[config.mk]
export PLATFORM = sky130hd
export DESIGN_NAME = stopclk_ctrl
export DESIGN_NICKNAME = d
export VERILOG_FILES = /design/src/rtl/stopclk_pkg.sv /design/src/rtl/stopclk_sync.sv /design/src/rtl/stopclk_fsm.sv /design/src/rtl/stopclk_enables.sv /design/src/rtl/stopclk_ctrl.sv
export SDC_FILE = /design/constraint.sdc
export NUM_CORES = 1
export LEC_CHECK = 0
export ABC_CLOCK_PERIOD_IN_PS = 960
export BUFFER_PORTS_ARGS = -buffer_cell sky130_fd_sc_hd__buf_2
export CAP_MARGIN = 5
export CORE_AREA = 5 5 42 44
export DETAILED_ROUTE_END_ITERATION = 8
export DIE_AREA = 0 0 47 49
export GPL_TIMING_DRIVEN = 0
export REMOVE_ABC_BUFFERS = 1
export SLEW_MARGIN = 15
export SYNTH_ARGS = -nofsm -noshare
export SYNTH_HDL_FRONTEND = slang
export SYNTH_SLANG_ARGS = --single-unit
[constraint.sdc]
create_clock -name clk -period 0.96 [get_ports clk]
set_input_delay 0.192 -clock clk [delete_from_list [all_inputs] [get_ports clk]]
set_output_delay 0.192 -clock clk [all_outputs]
set_load 0.005 [all_outputs]
[src/rtl/stopclk_pkg.sv]
package stopclk_pkg;
   typedef enum logic [1:0] {
      ST_RUN     = 2'd0,
      ST_ACKWAIT = 2'd1,
      ST_GRANT   = 2'd2,
      ST_EXIT    = 2'd3
   } stc_state_e;
endpackage

[src/rtl/stopclk_sync.sv]
module stopclk_sync #(
   parameter int   STAGES    = 2,
   parameter logic RESET_VAL = 1'b1
) (
   input  logic clk,
   input  logic rst_n,
   input  logic din,
   output logic dout
);
   generate
      if (STAGES < 2) begin : g_bad_depth
         $error("stopclk_sync: STAGES must be at least 2");
      end
   endgenerate

   logic [STAGES-1:0] chain_q;

   always_ff @(posedge clk) begin
      if (!rst_n) chain_q <= {STAGES{RESET_VAL}};
      else        chain_q <= {chain_q[STAGES-2:0], din};
   end

   assign dout = chain_q[STAGES-1];
endmodule

[src/rtl/stopclk_fsm.sv]
module stopclk_fsm
   import stopclk_pkg::*;
#(
   parameter int EXIT_CYCLES = 2
) (
   input  logic       clk,
   input  logic       rst_n,
   input  logic       req,
   input  logic       ack_done,
   output stc_state_e state,
   output logic       ack_req,
   output logic       core_on,
   output logic       resume
);
   localparam int CW = (EXIT_CYCLES > 1) ? $clog2(EXIT_CYCLES) : 1;

   generate
      if (EXIT_CYCLES < 1) begin : g_bad_exit
         $error("stopclk_fsm: EXIT_CYCLES must be at least 1");
      end
   endgenerate

   stc_state_e     st_q, st_d;
   logic [CW-1:0]  cnt_q;
   logic           ack_q, core_q, resume_q;

   always_comb begin
      st_d = st_q;
      case (st_q)
         ST_RUN:     if (req) st_d = ST_ACKWAIT;
         ST_ACKWAIT: if (ack_done) st_d = req ? ST_GRANT : ST_RUN;
         ST_GRANT:   if (!req) st_d = ST_EXIT;
         ST_EXIT:    if (cnt_q == '0) st_d = ST_RUN;
         default:    st_d = ST_RUN;
      endcase
   end

   always_ff @(posedge clk) begin
      if (!rst_n) begin
         st_q     <= ST_RUN;
         cnt_q    <= '0;
         ack_q    <= 1'b0;
         core_q   <= 1'b1;
         resume_q <= 1'b0;
      end else begin
         st_q     <= st_d;
         ack_q    <= (st_d == ST_ACKWAIT);
         core_q   <= (st_d != ST_GRANT);
         resume_q <= (st_q == ST_EXIT) && (st_d == ST_RUN);
         if (st_d == ST_EXIT && st_q != ST_EXIT)
            cnt_q <= CW'(EXIT_CYCLES - 1);
         else if (st_q == ST_EXIT && cnt_q != '0)
            cnt_q <= cnt_q - 1'b1;
      end
   end

   assign state   = st_q;
   assign ack_req = ack_q;
   assign core_on = core_q;
   assign resume  = resume_q;

   assert_ack_hold_R3: assert property (@(posedge clk) disable iff (!rst_n)
      (ack_req && !ack_done) |=> ack_req);

   assert_grant_entry_R4: assert property (@(posedge clk) disable iff (!rst_n)
      (st_q == ST_ACKWAIT && ack_done && req) |=> (st_q == ST_GRANT && !core_on && !ack_req));

   assert_grant_leave_R6: assert property (@(posedge clk) disable iff (!rst_n)
      (st_q == ST_GRANT && !req) |=> (st_q == ST_EXIT && core_on));

   assert_resume_pulse_R7: assert property (@(posedge clk) disable iff (!rst_n)
      resume |=> !resume);

   assert_resume_source_R7: assert property (@(posedge clk) disable iff (!rst_n)
      $rose(resume) |-> (st_q == ST_RUN && $past(st_q) == ST_EXIT));

   assert_withdraw_R8: assert property (@(posedge clk) disable iff (!rst_n)
      (st_q == ST_ACKWAIT && ack_done && !req) |=> (st_q == ST_RUN && core_on && !resume));

   assert_ignore_done_R9: assert property (@(posedge clk) disable iff (!rst_n)
      (st_q == ST_GRANT && req) |=> (st_q == ST_GRANT));
endmodule

[src/rtl/stopclk_enables.sv]
module stopclk_enables #(
   parameter int NUM_CORE = 4
) (
   input  logic                clk,
   input  logic                rst_n,
   input  logic                core_on,
   output logic [NUM_CORE-1:0] core_en,
   output logic                bus_en,
   output logic                intc_en
);
   generate
      if (NUM_CORE < 1) begin : g_bad_units
         $error("stopclk_enables: NUM_CORE must be at least 1");
      end
      for (genvar u = 0; u < NUM_CORE; u++) begin : g_core
         assign core_en[u] = core_on;
      end
   endgenerate

   logic keep_q;

   always_ff @(posedge clk) begin
      if (!rst_n) keep_q <= 1'b0;
      else        keep_q <= 1'b1;
   end

   assign bus_en  = keep_q;
   assign intc_en = keep_q;

   assert_keep_on_R5: assert property (@(posedge clk) disable iff (!rst_n)
      (bus_en && intc_en) |=> (bus_en && intc_en));
endmodule

[src/rtl/stopclk_ctrl.sv]
module stopclk_ctrl
   import stopclk_pkg::*;
#(
   parameter int NUM_CORE    = 4,
   parameter int SYNC_STAGES = 2,
   parameter int EXIT_CYCLES = 2
) (
   input  logic                clk,
   input  logic                rst_n,
   input  logic                stop_req_n,
   input  logic                ack_done,
   output logic                ack_req,
   output logic [NUM_CORE-1:0] core_clk_en,
   output logic                bus_clk_en,
   output logic                intc_clk_en,
   output logic                resume,
   output logic [1:0]          status
);
   logic       req_n_sync;
   logic       core_on;
   stc_state_e state;

   stopclk_sync #(.STAGES(SYNC_STAGES), .RESET_VAL(1'b1)) u_sync (
      .clk(clk), .rst_n(rst_n), .din(stop_req_n), .dout(req_n_sync)
   );

   stopclk_fsm #(.EXIT_CYCLES(EXIT_CYCLES)) u_fsm (
      .clk(clk), .rst_n(rst_n), .req(~req_n_sync), .ack_done(ack_done),
      .state(state), .ack_req(ack_req), .core_on(core_on), .resume(resume)
   );

   stopclk_enables #(.NUM_CORE(NUM_CORE)) u_en (
      .clk(clk), .rst_n(rst_n), .core_on(core_on),
      .core_en(core_clk_en), .bus_en(bus_clk_en), .intc_en(intc_clk_en)
   );

   assign status = state;

   assert_core_off_grant_R4: assert property (@(posedge clk) disable iff (!rst_n)
      (core_clk_en != {NUM_CORE{1'b1}}) |-> (status == 2'd2));

   assert_grant_keeps_bus_R5: assert property (@(posedge clk) disable iff (!rst_n)
      (status == 2'd2) |-> (bus_clk_en && intc_clk_en));
endmodule

==> metrics.txt <==
Leakage=0.224 nW; Top-Level Pins=14; count of vias placed by the detailed router=291; antenna violations before repair=0; yosys synthesis warning count=0; fraction of layout cells with a size suffix above 1=51.0%; number of nets with antenna violations after routing=0; Inst Count DP=58; Clock Tree Root=sky130_fd_sc_hd__clkbuf_4; Critical Path Fanout Max=7; number of buffers inserted for hold repair after clock tree synthesis=0; final critical delay including setup and external delays=926 ps; maximum clock skew at final layout=1.58 ps; Via density=4.48; Max Cap Viol=0; total power density per cell area=1530 mW/mm^2; post-synthesis sequential element count=9; Max VDD drop=0.000977 V; Cell Area, Synth=363 um^2; Cell Chain, Critical Path=buf_6; nets=54; transition time at the pin with the least slew margin=159 ps; clock insertion delay at the later pin of the skew report=260 ps; delay of the slowest cell on the worst path=360 ps; IO buf count=13; CTS tree=done; cell type group with the largest total delay on the critical path=flip-flops; number of buffers created by CTS=3; setup repair after global routing missed its margin=true; DRC Markers=0; clock slew seen by the registers of the worst setup and hold paths=60 ps; Total Routing Usage GR=6.43%; FMAX=1.08 GHz; overflow left after global routing=0; Final GP Congestion=0.635; cell count after synthesis=34; Overall Power=0.738 mW; master of the slowest instance on the critical path=sky130_fd_sc_hd__dfxtp_4; number of global-route vias before repair=240; worst hold path type=input port to register; required time of the critical path=770 ps; # setup viols final=0; Data arrival, critical path=730 ps; largest net degree at the start of global routing=10; initial standard-cell utilization of the core=25.9%; first-pass GRT wire length=993 um; buffer and inverter count on the worst path=1; final worst path period share=96.5%; detailed-router iteration count before antenna repair=4; Max Buffers Root-to-Sink=2; sum of routed wire length over all layers=660 um; path type of the worst setup path=register to output port; first-iteration detailed-routing DRC count=3; Critical Path End Type=output port; headroom to the max-slew limit=89.1%; width of the die=47 um; number of sinks handled by clock tree synthesis=9; P&R area growth vs syn=32.8%; final-report hold violation count=0; post-synthesis average cell area=10.7 um^2; die area=0.00230 mm^2; count of filler cells inserted in the layout=156; count of antenna diodes in the layout=0; total core area=0.00140 mm^2; count of final max-slew check failures=0; status=completed; post-route non-filler standard cell count=65; commonest cells after routing, fill and taps aside=12 x sky130_fd_sc_hd__buf_2, 6 x sky130_fd_sc_hd__dfxtp_1, 3 x sky130_fd_sc_hd__nor2b_1, 3 x sky130_fd_sc_hd__clkbuf_4, 3 x sky130_fd_sc_hd__buf_4; placed wire-length estimate=436 um; WL/cell=10.2 um; area occupied by multi-input gates=153 um^2; number of distinct standard cells referenced by the synthesized netlist=16; Seq. cell area=189 um^2; Critical Path Source Type=register; fraction of the yosys area taken by sequential cells=49.7%; most frequent standard cell in the layout excluding fill and tap cells=sky130_fd_sc_hd__buf_2; Max H-tree Level=1; y dimension of the die=49 um; site row count=14
==> cells in the mapped netlist <==
cell type,n,area share (%)
sky130_fd_sc_hd__a21oi_1,1,1.4
sky130_fd_sc_hd__dfxtp_1,9,50
sky130_fd_sc_hd__and2_1,1,1.7
sky130_fd_sc_hd__buf_4,5,10
sky130_fd_sc_hd__mux2i_1,1,2.8
sky130_fd_sc_hd__and3b_2,1,2.8
sky130_fd_sc_hd__o211a_1,1,2.8
sky130_fd_sc_hd__o21ai_1,1,1.4
sky130_fd_sc_hd__nor3_1,1,1.4
sky130_fd_sc_hd__nand2b_1,3,5.2
sky130_fd_sc_hd__and3b_1,2,4.8
sky130_fd_sc_hd__nand3b_1,1,2.1
sky130_fd_sc_hd__o32ai_2,1,4.5
sky130_fd_sc_hd__nor2b_1,3,5.2
sky130_fd_sc_hd__nand2_1,2,2.1
sky130_fd_sc_hd__nor3b_1,1,2.1
==> final timing paths <==
kind                       end  cells after the start              start  slack, ps
max reg2reg     u_fsm.state[0]                      3     u_fsm.state[0]         50
min reg2reg  u_sync.chain_q[1]                      1  u_sync.chain_q[0]        410
min          u_sync.chain_q[0]                      2         stop_req_n        110
max                  status[0]                      1     u_fsm.state[0]         30
==> logic make-up (layout without fill, tap and decap cells) <==
group	count (synthesis)	count (layout)	synth area share [%]
AOI/OAI and AO/OA	4	4	10.0
buffers and inverters	5	20	10.3
DFF	9	9	49.7
muxes	1	1	2.76
and+or+nand+nor	15	15	27.2
==> area by class of cell <==
type	count	area share (%)
multi-input combinational	20	31.7
clock buffer	4	5.45
sequential	9	39.2
tap	16	4.16
timing repair buffer	16	19.5
==> metrics by stage <==
stage	setup TNS [ps]	hold slack [ps]	cell area (um^2)	setup WS [ps]	util, %
2_1_floorplan	0	220	325	95.5	-
3_3_place_gp	0	376	410	37.7	29.3
3_5_place_dp	0	381	410	40.4	29.3
4_1_cts	0	107	467	13.7	33.3
5_1_grt	-5.67	118	482	-5.67	34.4
6_report	0	112	482	33.9	34.4
==> repair_timing <==
action | in CTS | in global routing
gates resized for setup | 4 | 3
buffers inserted | 3 | 0
setup endpoints to repair | 2 | 6
==> sequential cells by signal (all words and copies together), names as in the netlist <==
name	flops
u_fsm.resume	1
u_fsm.cnt_q	1
u_sync.chain_q	2
u_fsm.ack_req	1
u_fsm.state	2
u_en.bus_en	1
u_fsm.core_on	1
==> layer usage <==
layer | vias to the layer above | GRT usage [%] | part of all wire [%]
met5 | - | 0 | 0
met3 | 0 | 6.64 | 17
met2 | 16 | 9.28 | 48
li1 | 141 | - | -
met1 | 134 | 6.43 | 36
met4 | 0 | 1.38 | 0
==> where the power goes <==
group	total (mW)	switching, mW	leakage (nW)	internal, mW
registers	0.391	0.00860	0.0747	0.382
clock network	0.288	0.128	0.0150	0.160
logic	0.0590	0.0248	0.135	0.0342
(Power assumes the default switching activity.)
